===== config.mk =====
export PLATFORM = sky130hd
export DESIGN_NAME = irq_prio_ctrl
export DESIGN_NICKNAME = d
export VERILOG_FILES = /design/src/rtl/irq_prio_pkg.sv /design/src/rtl/irq_edge_sync.sv /design/src/rtl/irq_ctrl_reg.sv /design/src/rtl/irq_arbiter.sv /design/src/rtl/irq_prio_ctrl.sv
export SDC_FILE = /design/constraint.sdc
export NUM_CORES = 1
export LEC_CHECK = 0
export ABC_AREA = 1
export BUFFER_PORTS_ARGS = -buffer_cell sky130_fd_sc_hd__buf_2
export CORE_MARGIN = 8
export CORE_UTILIZATION = 45
export CTS_CLUSTER_DIAMETER = 50
export DETAILED_ROUTE_END_ITERATION = 7
export HOLD_SLACK_MARGIN = 0.02
export PLACE_DENSITY = 0.78
export SLEW_MARGIN = 10
export SYNTH_ARGS = -nofsm -noshare
export SYNTH_HDL_FRONTEND = slang
export SYNTH_SLANG_ARGS = --single-unit

===== constraint.sdc =====
create_clock -name clk -period 1.8 [get_ports clk]
set_input_delay 0.54 -clock clk [delete_from_list [all_inputs] [get_ports clk]]
set_output_delay 0.54 -clock clk [all_outputs]
set_load 0.02 [all_outputs]

===== src/rtl/irq_prio_pkg.sv =====
package irq_prio_pkg;

    localparam int NUM_SRC  = 3;
    localparam int GIE_BIT  = 0;
    localparam int EN_LSB   = 1;
    localparam int FLAG_LSB = 4;

    // Lower code = higher priority
    typedef enum logic [1:0] {
        SRC_EXT  = 2'd0,
        SRC_SMP  = 2'd1,
        SRC_TMR  = 2'd2,
        SRC_NONE = 2'd3
    } irq_src_e;

    typedef enum logic {
        ST_IDLE  = 1'b0,
        ST_OFFER = 1'b1
    } offer_st_e;

endpackage


===== src/rtl/irq_edge_sync.sv =====
module irq_edge_sync #(
    parameter int STAGES = 2
) (
    input  logic clk,
    input  logic rst_n,
    input  logic pin_n,
    output logic fall
);

    logic [STAGES-1:0] chain_q;
    logic              last_q;

    // Idle level is high, so reset to ones to avoid a false edge
    always_ff @(posedge clk or negedge rst_n) begin
        if (!rst_n) begin
            chain_q <= '1;
            last_q  <= 1'b1;
        end else begin
            chain_q <= {chain_q[STAGES-2:0], pin_n};
            last_q  <= chain_q[STAGES-1];
        end
    end

    assign fall = last_q & ~chain_q[STAGES-1];

endmodule


===== src/rtl/irq_ctrl_reg.sv =====
module irq_ctrl_reg
    import irq_prio_pkg::*;
#(
    parameter int DATA_W = 8
) (
    input  logic               clk,
    input  logic               rst_n,
    input  logic               wr_hit,
    input  logic [DATA_W-1:0]  wdata,
    input  logic [NUM_SRC-1:0] hw_set,
    input  logic               ack_clr,
    input  irq_src_e           ack_src,
    output logic               gie,
    output logic [NUM_SRC-1:0] en,
    output logic [NUM_SRC-1:0] flag,
    output logic [DATA_W-1:0]  rdata
);

    logic               gie_d;
    logic [NUM_SRC-1:0] en_d;
    logic [NUM_SRC-1:0] flag_d;

    // Order: software write, then acknowledge clear, then hardware set
    always_comb begin
        gie_d  = gie;
        en_d   = en;
        flag_d = flag;
        if (wr_hit) begin
            gie_d  = wdata[GIE_BIT];
            en_d   = wdata[EN_LSB +: NUM_SRC];
            flag_d = wdata[FLAG_LSB +: NUM_SRC];
        end
        if (ack_clr) begin
            gie_d = 1'b0;
            for (int i = 0; i < NUM_SRC; i++) begin
                if (irq_src_e'(2'(i)) == ack_src) flag_d[i] = 1'b0;
            end
        end
        flag_d = flag_d | hw_set;
    end

    always_ff @(posedge clk or negedge rst_n) begin
        if (!rst_n) begin
            gie  <= 1'b0;
            en   <= '0;
            flag <= '0;
        end else begin
            gie  <= gie_d;
            en   <= en_d;
            flag <= flag_d;
        end
    end

    for (genvar b = 0; b < DATA_W; b++) begin : g_rd
        if (b == GIE_BIT) begin : g_gie
            assign rdata[b] = gie;
        end else if (b >= EN_LSB && b < EN_LSB + NUM_SRC) begin : g_en
            assign rdata[b] = en[b-EN_LSB];
        end else if (b >= FLAG_LSB && b < FLAG_LSB + NUM_SRC) begin : g_flag
            assign rdata[b] = flag[b-FLAG_LSB];
        end else begin : g_zero
            assign rdata[b] = 1'b0;
        end
    end

endmodule


===== src/rtl/irq_arbiter.sv =====
module irq_arbiter
    import irq_prio_pkg::*;
(
    input  logic [NUM_SRC-1:0] pend,
    output irq_src_e           winner,
    output logic               any
);

    always_comb begin
        winner = SRC_NONE;
        for (int i = NUM_SRC - 1; i >= 0; i--) begin
            if (pend[i]) winner = irq_src_e'(2'(i));
        end
    end

    assign any = |pend;

endmodule


===== src/rtl/irq_prio_ctrl.sv =====
module irq_prio_ctrl
    import irq_prio_pkg::*;
#(
    parameter int          ADDR_W      = 8,
    parameter int          DATA_W      = 8,
    parameter int          VEC_W       = 8,
    parameter logic [7:0]  CTRL_ADDR   = 8'h0B,
    parameter int          VEC_BASE    = 4,
    parameter int          VEC_STEP    = 4,
    parameter int          SYNC_STAGES = 2
) (
    input  logic              clk,
    input  logic              rst_n,
    input  logic              ext_irq_n,
    input  logic              smp_ovf,
    input  logic              tmr_ovf,
    input  logic [ADDR_W-1:0] reg_addr,
    input  logic              reg_wr,
    input  logic [DATA_W-1:0] reg_wdata,
    output logic [DATA_W-1:0] reg_rdata,
    output logic              irq_req,
    output logic [VEC_W-1:0]  irq_vec,
    input  logic              irq_ack
);

    localparam logic [ADDR_W-1:0] SEL_ADDR = ADDR_W'(CTRL_ADDR);

    logic               ext_fall;
    logic               addr_hit;
    logic               wr_hit;
    logic [NUM_SRC-1:0] hw_set;
    logic               gie_w;
    logic [NUM_SRC-1:0] en_w;
    logic [NUM_SRC-1:0] flag_w;
    logic [NUM_SRC-1:0] pend_w;
    logic [DATA_W-1:0]  ctrl_rd;
    irq_src_e           win_w;
    logic               any_w;
    logic               ack_take;

    offer_st_e state_q, state_d;
    irq_src_e  src_q, src_d;

    irq_edge_sync #(.STAGES(SYNC_STAGES)) u_sync (
        .clk   (clk),
        .rst_n (rst_n),
        .pin_n (ext_irq_n),
        .fall  (ext_fall)
    );

    assign addr_hit = (reg_addr == SEL_ADDR);
    assign wr_hit   = reg_wr & addr_hit;
    assign hw_set   = {tmr_ovf, smp_ovf, ext_fall};

    irq_ctrl_reg #(.DATA_W(DATA_W)) u_reg (
        .clk     (clk),
        .rst_n   (rst_n),
        .wr_hit  (wr_hit),
        .wdata   (reg_wdata),
        .hw_set  (hw_set),
        .ack_clr (ack_take),
        .ack_src (src_q),
        .gie     (gie_w),
        .en      (en_w),
        .flag    (flag_w),
        .rdata   (ctrl_rd)
    );

    assign pend_w    = flag_w & en_w & {NUM_SRC{gie_w}};
    assign reg_rdata = addr_hit ? ctrl_rd : '0;

    irq_arbiter u_arb (
        .pend   (pend_w),
        .winner (win_w),
        .any    (any_w)
    );

    assign ack_take = (state_q == ST_OFFER) && any_w && (win_w == src_q) && irq_ack;

    // State register
    always_ff @(posedge clk or negedge rst_n) begin
        if (!rst_n) begin
            state_q <= ST_IDLE;
            src_q   <= SRC_NONE;
        end else begin
            state_q <= state_d;
            src_q   <= src_d;
        end
    end

    // Next-state logic
    always_comb begin
        state_d = state_q;
        src_d   = src_q;
        unique case (state_q)
            ST_IDLE: begin
                if (any_w) begin
                    state_d = ST_OFFER;
                    src_d   = win_w;
                end
            end
            ST_OFFER: begin
                if (!any_w || (win_w != src_q)) begin
                    state_d = ST_IDLE;
                end else if (irq_ack) begin
                    state_d = ST_IDLE;
                end
            end
            default: state_d = ST_IDLE;
        endcase
    end

    // Outputs
    always_comb begin
        irq_req = 1'b0;
        irq_vec = '0;
        unique case (state_q)
            ST_IDLE: begin
                irq_req = 1'b0;
                irq_vec = '0;
            end
            ST_OFFER: begin
                irq_req = 1'b1;
                irq_vec = VEC_W'(VEC_BASE + VEC_STEP * int'(src_q));
            end
            default: begin
                irq_req = 1'b0;
                irq_vec = '0;
            end
        endcase
    end

endmodule


==> impl_metrics.py, run 1 <==
metrics = {
    "grt": {
        "grt_overflow": 0,
        "globalRouteTotalUtil_pct": 12.9,
        "first_global_vias": 850,
        "global_route_wire_length_before_repair_um": 3510,
        "antenna_found_initial": 0,
        "largest_net_degree_at_the_start_of_global_routing": 14,
    },
    "clocking": {
        "clk-insertion-delay-late_ns": 0.27,
        "clock_path_buffers": 2,
        "cts_num_sinks": 13,
        "htree_levels": 1,
        "cts_buffers": 3,
        "cts.hold.buffers_added": 0,
        "cts.clk_slew.worst_paths_ns": 0.08,
        "tritoncts": "yes",
        "cts_root_buffer_type": "sky130_fd_sc_hd__clkbuf_4",
    },
    "pwr": {
        "power-per-cell-area_nw_per_um2": 1020,
        "sw_frac_of_total_pct": 41.7,
        "p_leak_nw": 0.731,
        "clkPwrFrac_pct": 13.9,
        "sequentialPowerShare_pct": 32.3,
        "switchingPower_mw": 0.533,
        "power.internal_mw": 0.744,
        "design_power_total_mw": 1.28,
        "ir_worst_vdd_uv": 735,
        "gate_power_share_pct": 53.9,
    },
    "timing": {
        "final_critical_path_setup_slack_ns": -0.0771,
        "setup-violations-final": 9,
        "clock_skew_ns": 0.00596,
        "number_of_slew_limit_violations_in_the_final_report": 0,
        "whs_ns": 0.138,
        "max_freq_ghz": 0.533,
        "finalWorstPathRequiredPeriod_ns": 1.88,
        "final.setup.tns_ns": -0.465,
        "unrepaired_setup_endpoints_after_global_routing": "true",
        "timing.final.crit_share_pct": 104,
        "report.final.hold_viol_count": 0,
    },
    "worst_setup_path": {
        "startpoint": "reg_addr[0]",
        "worst_setup_path_start_kind": "input pin",
        "slowest_delay_ns": 0.23,
        "rr_startpoint": "src_q[1]",
        "path_class": "in2out",
        "crit_path_slowest_cell": "sky130_fd_sc_hd__nor3b_4",
        "critical_path.most_common_cell": "sky130_fd_sc_hd__nand2_4",
        "worst_ep_arrival_time_ns": 1.34,
        "timing.critical_path.cells": "buf_6 > nand2_4 > nor3b_4 > nand2_4 > nor2_2 > buf_4",
        "critical_path_required_ns": 1.26,
        "timing.critical_path.to_type": "output pin",
        "critical_path_peak_fanout": 7,
    },
    "layout": {
        "layout-drive-gt1-share_pct": 43.8,
        "final_common_cell": "sky130_fd_sc_hd__nand2_1",
        "flow.area_growth_from_synthesis_pct": 50.1,
        "most-common-layout-cells": "34 x sky130_fd_sc_hd__nand2_1, 20 x sky130_fd_sc_hd__buf_2, 17 x sky130_fd_sc_hd__inv_1, 12 x sky130_fd_sc_hd__buf_6, 10 x sky130_fd_sc_hd__buf_4",
        "post_layout_instance_count_excluding_filler_cells": 185,
        "layout.nets": 188,
        "antenna_cells_inserted": 0,
    },
    "outcome": {
        "run_status": "finished, violations left",
        "violated_checks": "setup timing",
    },
    "placement": {
        "post-place-cells": 175,
        "dp_hpwl_um": 1700,
        "port-buffer-count": 32,
        "place_ws_ns": -0.120,
        "routabilityCongestion": 0.777,
    },
    "die": {
        "fp.dieH_um": 59,
        "die_w_um": 59,
        "initial_core_util_pct": 48.2,
        "design.portCount": 40,
        "core-area_um2": 1730,
        "placement_rows": 15,
        "fp.dieArea_um2": 3480,
    },
    "synthesis": {
        "yosysTopAreaCell": "sky130_fd_sc_hd__dfrtp_1",
        "synth.top_cell.area_share_pct": 24.1,
        "synthCells": 116,
        "synth.avg_cell_area_um2": 7.17,
        "netlist_top_cells_area": "sky130_fd_sc_hd__dfrtp_1 24%, sky130_fd_sc_hd__nand2_1 17%, sky130_fd_sc_hd__dfstp_2 16%, sky130_fd_sc_hd__inv_1 9.0%, sky130_fd_sc_hd__nor2_1 6.3%",
        "synth-seq-cells": 13,
        "synth_warnings": 0,
        "yosys.cell_types.count": 20,
        "ys_seq_area_share_pct": 39.8,
        "total_standard_cell_area_after_synthesis_um2": 832,
    },
    "worst_hold_path": {
        "hold_path_class": "in2async",
    },
    "route": {
        "num_vias": 941,
        "drt-wirelength-per-cell_um": 14.4,
        "detailedRoute.firstPassIterationCount": 5,
        "final_ant_viol_nets": 0,
        "route.final.wire_length_um": 2660,
        "drt_iter0_markers": 25,
        "route.detailed.vias_per_inst": 5.09,
        "route.detailed.drc": 0,
    },
    "run": {
        "drv.max_cap_violation_count": 0,
    },
}
==> worst paths after layout <==
path,to,slack [ns],cells after the start
setup / recovery,reg_rdata[4],-0.08,6
hold reg to reg,u_sync.chain_q[1],0.36,0
hold / removal,u_reg.flag[0],0.14,1
setup reg to reg,u_reg.flag[2],0.36,9
min in group clk,u_sync.chain_q[1],0.36,0
max in group asynchronous,src_q[0],1.38,1
==> flip-flops by register name, indices dropped and copies added, names as in the netlist <==
signal	cells
u_sync.last_q	1
u_reg.flag	3
src_q	2
u_sync.chain_q	2
u_reg.gie	1
u_reg.en	3
state_q	1
==> repair_timing <==
item	4_1_cts	5_1_grt
setup endpoints to repair	9	9
gates resized for setup	17	27
setup buffers	3	3
pin swaps	5	5
gates cloned	0	0
==> worst max-delay path, delay by kind of cell <==
family        cells  cell delay [ns]
simple gates      4             0.59
buf+inv           2             0.21
==> through the flow <==
| stage | utilization (%) | area [um2] |
|---|---|---|
| floorplan | - | 851 |
| global placement | 58.8 | 1020 |
| detailed placement | 58.8 | 1020 |
| CTS | 64.9 | 1120 |
| global route | 72.3 | 1250 |
| finish | 72.3 | 1250 |
==> cell usage after synthesis, drive strengths merged <==
cell type,n
nand2,37
inv,21
nor2,14
dfrtp,8
buf,7
o21ai,7
dfstp,5
nand3,5
ha,4
nand4,3
a21oi,1
a31o,1
and2,1
conb,1
nor3b,1
==> power groups by stage <==
| stage | combinational [mW] | clock (mW) | sequential [mW] |
|---|---|---|---|
| final | 0.688 | 0.177 | 0.412 |
| after global routing | 0.733 | 0.199 | 0.418 |
| after CTS | 0.561 | 0.185 | 0.405 |
| after detailed placement | 0.483 | 0 | 0.406 |
| after global placement | 0.466 | 0 | 0.402 |
| after floorplan | 0.306 | 0 | 0.424 |
==> per-layer routing <==
metal | global-route usage [%] | vias to the layer above | routed length [um]
met3 | 3.25 | 12 | 197
met4 | 5.80 | 0 | 91
met1 | 13.5 | 448 | 944
met5 | 0 | - | 0
met2 | 23.5 | 52 | 1430
li1 | - | 429 | -
==> final cells by class <==
type	instances	area [um2]
Clock buffer	4	26.3
Inverter	21	78.8
Sequential cell	13	332
Fill cell	121	478
Tap cell	25	31.3
Multi-Input combinational cell	80	470
Timing Repair Buffer	42	310
==> kinds of logic after synthesis <==
logic type	share of synthesized area (%)
and+or+nand+nor	31.1
AOI/OAI and AO/OA	6.31
adders and majority gates	6.02
other	0.451
DFF	39.8
buffers and inverters	16.2
Power figures use the tool's default switching activity.
==> run 2, diff against run 1 <==
ABC_AREA = unset   (was 1)
CORE_UTILIZATION = 46   (was 45)
SYNTH_HIERARCHICAL = 1   (was unset)
==> run 2 against run 1 <==
  * The run still ends with setup timing left
  * Design area is 8.9% lower
  * Routed wire length down 28%
  * Synthesized cell count down 25%
  * Sequential power is 19% lower
  * Die area rose by 4.1%
  * Sequential share of layout area up 2.6 points
  * Clock skew decreased by 0.0043 ns
  * Global-route usage down 1.7 points
  * Cell count down 22%
  * Critical path depth is 2 lower
  * First-iteration DRC count down 40%
  * Critical path type unchanged
==> impl_metrics.py, run 2 <==
metrics = {
    "outcome": {
        "run_status": "finished, violations left",
        "violated_checks": "setup timing",
    },
    "synthesis": {
        "ys_seq_area_share_pct": 36.9,
        "synth_ff_type": "sky130_fd_sc_hd__dfrtp_1",
        "total_standard_cell_area_after_synthesis_um2": 898,
        "yosysTopAreaCell": "sky130_fd_sc_hd__dfrtp_1",
        "synth.most_common_cell": "sky130_fd_sc_hd__buf_4",
        "area_fraction_in_compound_gates_after_synthesis_pct": 4.04,
        "synth_warnings": 6,
        "post_synth_mux_area_share_pct": 11.8,
        "synth.avg_cell_area_um2": 10.3,
        "post_synth_most_frequent_cells": "13 x sky130_fd_sc_hd__buf_4, 11 x sky130_fd_sc_hd__inv_1, 9 x sky130_fd_sc_hd__nor3_2",
        "synth-seq-cells": 13,
        "synthCells": 87,
        "yosys.cell_types.count": 31,
        "post_synth_fa_ha_maj_area_fraction_pct": 1.39,
        "synth_top_family_by_area": "simple AND/OR/NAND/NOR gates",
        "synth_simple_gate_area_share_pct": 24.7,
        "synth.top_cell.area_share_pct": 22.3,
        "async_reset_ff_share_pct": 100,
        "netlist_top_cells_area": "sky130_fd_sc_hd__dfrtp_1 22%, sky130_fd_sc_hd__dfstp_2 15%, sky130_fd_sc_hd__buf_4 11%, sky130_fd_sc_hd__nor3_2 10%, sky130_fd_sc_hd__inv_1 4.6%",
        "post_synth_xor_area_fraction_pct": 1.95,
        "synth_edf_count": 0,
    },
    "layout": {
        "antenna_cells_inserted": 0,
        "final_common_cell": "sky130_fd_sc_hd__buf_2",
        "most-common-layout-cells": "21 x sky130_fd_sc_hd__buf_2, 13 x sky130_fd_sc_hd__buf_4, 11 x sky130_fd_sc_hd__inv_1, 8 x sky130_fd_sc_hd__nor3_2, 8 x sky130_fd_sc_hd__dfrtp_1",
        "flow.area_growth_from_synthesis_pct": 26.6,
        "post-route-cell-area_um2": 1140,
        "layout.nets": 143,
        "largest_registers": "u_reg/en: 3 flops, u_reg/flag: 3 flops",
        "layout-drive-gt1-share_pct": 56.8,
    },
    "die": {
        "die_w_um": 60.2,
        "core-area_um2": 1900,
        "design.portCount": 40,
        "fp.dieArea_um2": 3620,
        "placement_rows": 16,
        "initial_core_util_pct": 47.2,
        "fp.dieH_um": 60.2,
    },
    "pwr": {
        "ir_worst_vdd_uv": 665,
        "p_leak_nw": 0.553,
        "power-per-cell-area_nw_per_um2": 558,
        "design_power_total_mw": 0.635,
    },
    "worst_setup_path": {
        "timing.critical_path.to": "reg_rdata[0]",
        "timing.critical_path.cells": "buf_6 > or4b_4 > nor3_2 > buf_4",
        "r2r_path_end": "u_reg/flag[0]",
        "timing.critical_path.to_type": "output pin",
        "reg2reg_depth": 7,
        "crit_path_slowest_cell": "sky130_fd_sc_hd__or4b_4",
        "path_class": "in2out",
        "critical_path_peak_fanout": 8,
        "r2r_setup_slack_ns": 0.06,
        "worst_setup_path_start_kind": "input pin",
        "startpoint": "reg_addr[7]",
        "rr_startpoint": "u_reg/gie",
        "worst_ep_arrival_time_ns": 1.61,
        "critical_path_required_ns": 1.26,
        "slowest_delay_ns": 0.61,
    },
    "clocking": {
        "cts_num_sinks": 13,
        "clk-insertion-delay-late_ns": 0.28,
        "cts.clk_slew.worst_paths_ns": 0.08,
        "clock_path_buffers": 2,
        "htree_levels": 1,
        "cts_buffers": 3,
        "tritoncts": "yes",
        "cts.hold.buffers_added": 0,
        "cts_root_buffer_type": "sky130_fd_sc_hd__clkbuf_4",
    },
    "grt": {
        "grt_use_met1_pct": 10.0,
        "antenna_found_initial": 0,
        "grt-busiest-layer": "met2",
        "largest_net_degree_at_the_start_of_global_routing": 14,
        "global_route.usage.met3_pct": 6.67,
        "first_global_vias": 698,
        "grt.met2_usage_pct": 20.6,
        "grt_overflow": 0,
        "globalRouteTotalUtil_pct": 11.2,
        "global_route_wire_length_before_repair_um": 3020,
    },
    "timing": {
        "timing.final.crit_share_pct": 119,
        "final_critical_path_setup_slack_ns": -0.349,
        "clock_skew_ns": 0.00165,
        "finalWorstPathRequiredPeriod_ns": 2.15,
        "max_freq_ghz": 0.465,
        "whs_ns": 0.127,
        "report.final.hold_viol_count": 0,
        "number_of_slew_limit_violations_in_the_final_report": 0,
        "final.setup.tns_ns": -3.82,
        "unrepaired_setup_endpoints_after_global_routing": "true",
        "setup-violations-final": 15,
    },
    "worst_hold_path": {
        "hold_path_class": "in2async",
    },
    "run": {
        "drv.max_cap_violation_count": 0,
    },
    "route": {
        "num_vias": 665,
        "detailedRoute.firstPassIterationCount": 4,
        "route.detailed.drc": 0,
        "drt-wirelength-per-cell_um": 13.3,
        "route.final.wire_length_um": 1930,
        "final_ant_viol_nets": 0,
        "route.detailed.vias_per_inst": 4.59,
        "drt_iter0_markers": 15,
    },
    "placement": {
        "routabilityCongestion": 0.728,
        "place_ws_ns": -0.426,
        "port-buffer-count": 32,
        "dp_hpwl_um": 1490,
        "postPlaceCellArea_um2": 1020,
    },
}
## run 2: cell count changes in the layout (fill, tap and decap cells not counted), sizes merged, moves of 7 or more
cell	previous run	this run
inv	21	11
mux2	0	7
nand2	37	0
nor2	14	2
nor3	0	10
o21ai	7	0
## run 2: cell families after synthesis
family          after synthesis
other cells                   2
fa+ha+maj                     1
simple gates                 28
mux                           9
xor+xnor                      2
flops                        13
buf+inv                      27
compound gates                5
## run 2: worst min-delay path by stage
stage / end / from / cells after the start
after floorplan: state_q / rst_n / 0
after global placement: u_sync/chain_q[1] / u_sync/chain_q[0] / 0
after detailed placement: u_sync/chain_q[1] / u_sync/chain_q[0] / 0
after CTS: u_reg/flag[0] / rst_n / 1
after global routing: u_reg/flag[0] / rst_n / 1
final: u_reg/gie / rst_n / 1
## run 2: final cells by class
| type | instances | area, um2 |
|---|---|---|
| Clock buffer | 3 | 22.5 |
| Clock inverter | 1 | 5.00 |
| Fill cell | 159 | 764 |
| Inverter | 11 | 41.3 |
| Multi-Input combinational cell | 51 | 444 |
| Sequential cell | 13 | 332 |
| Tap cell | 27 | 33.8 |
| Timing Repair Buffer | 39 | 259 |
## run 2: stage by stage
| stage | std cells | util (%) |
|---|---|---|
| floorplan | 91 | - |
| global placement | 138 | 53.8 |
| detailed placement | 138 | 53.8 |
| CTS | 145 | 59.0 |
| global route | 145 | 59.8 |
| finish | 145 | 59.8 |
## run 2: repair_timing
item                       in CTS  in global routing
buffers inserted                3                  0
hold endpoints to repair        0                  0
gates cloned                    0                  0
setup endpoints to repair      16                 16
pin swaps                       4                  5
gates resized for setup        13                  4
## run 2: routing by layer
layer / share of wire (%) / up-vias
li1: - / 330
met1: 37 / 312
met2: 51 / 21
met3: 11 / 2
met4: 0.41 / 0
met5: 0 / -
## run 2: where the power goes
part | total [mW] | switching, mW | internal [mW] | leakage (nW)
registers | 0.334 | 0.0157 | 0.319 | 0.148
clock network | 0.182 | 0.0998 | 0.0825 | 0.0177
logic | 0.118 | 0.0587 | 0.0595 | 0.387
total | 0.635 | 0.174 | 0.461 | 0.553
## run 2: worst max-delay path, delay by kind of cell
family        cells  cell delay [ns]
buf+inv           2             0.26
simple gates      2             0.81
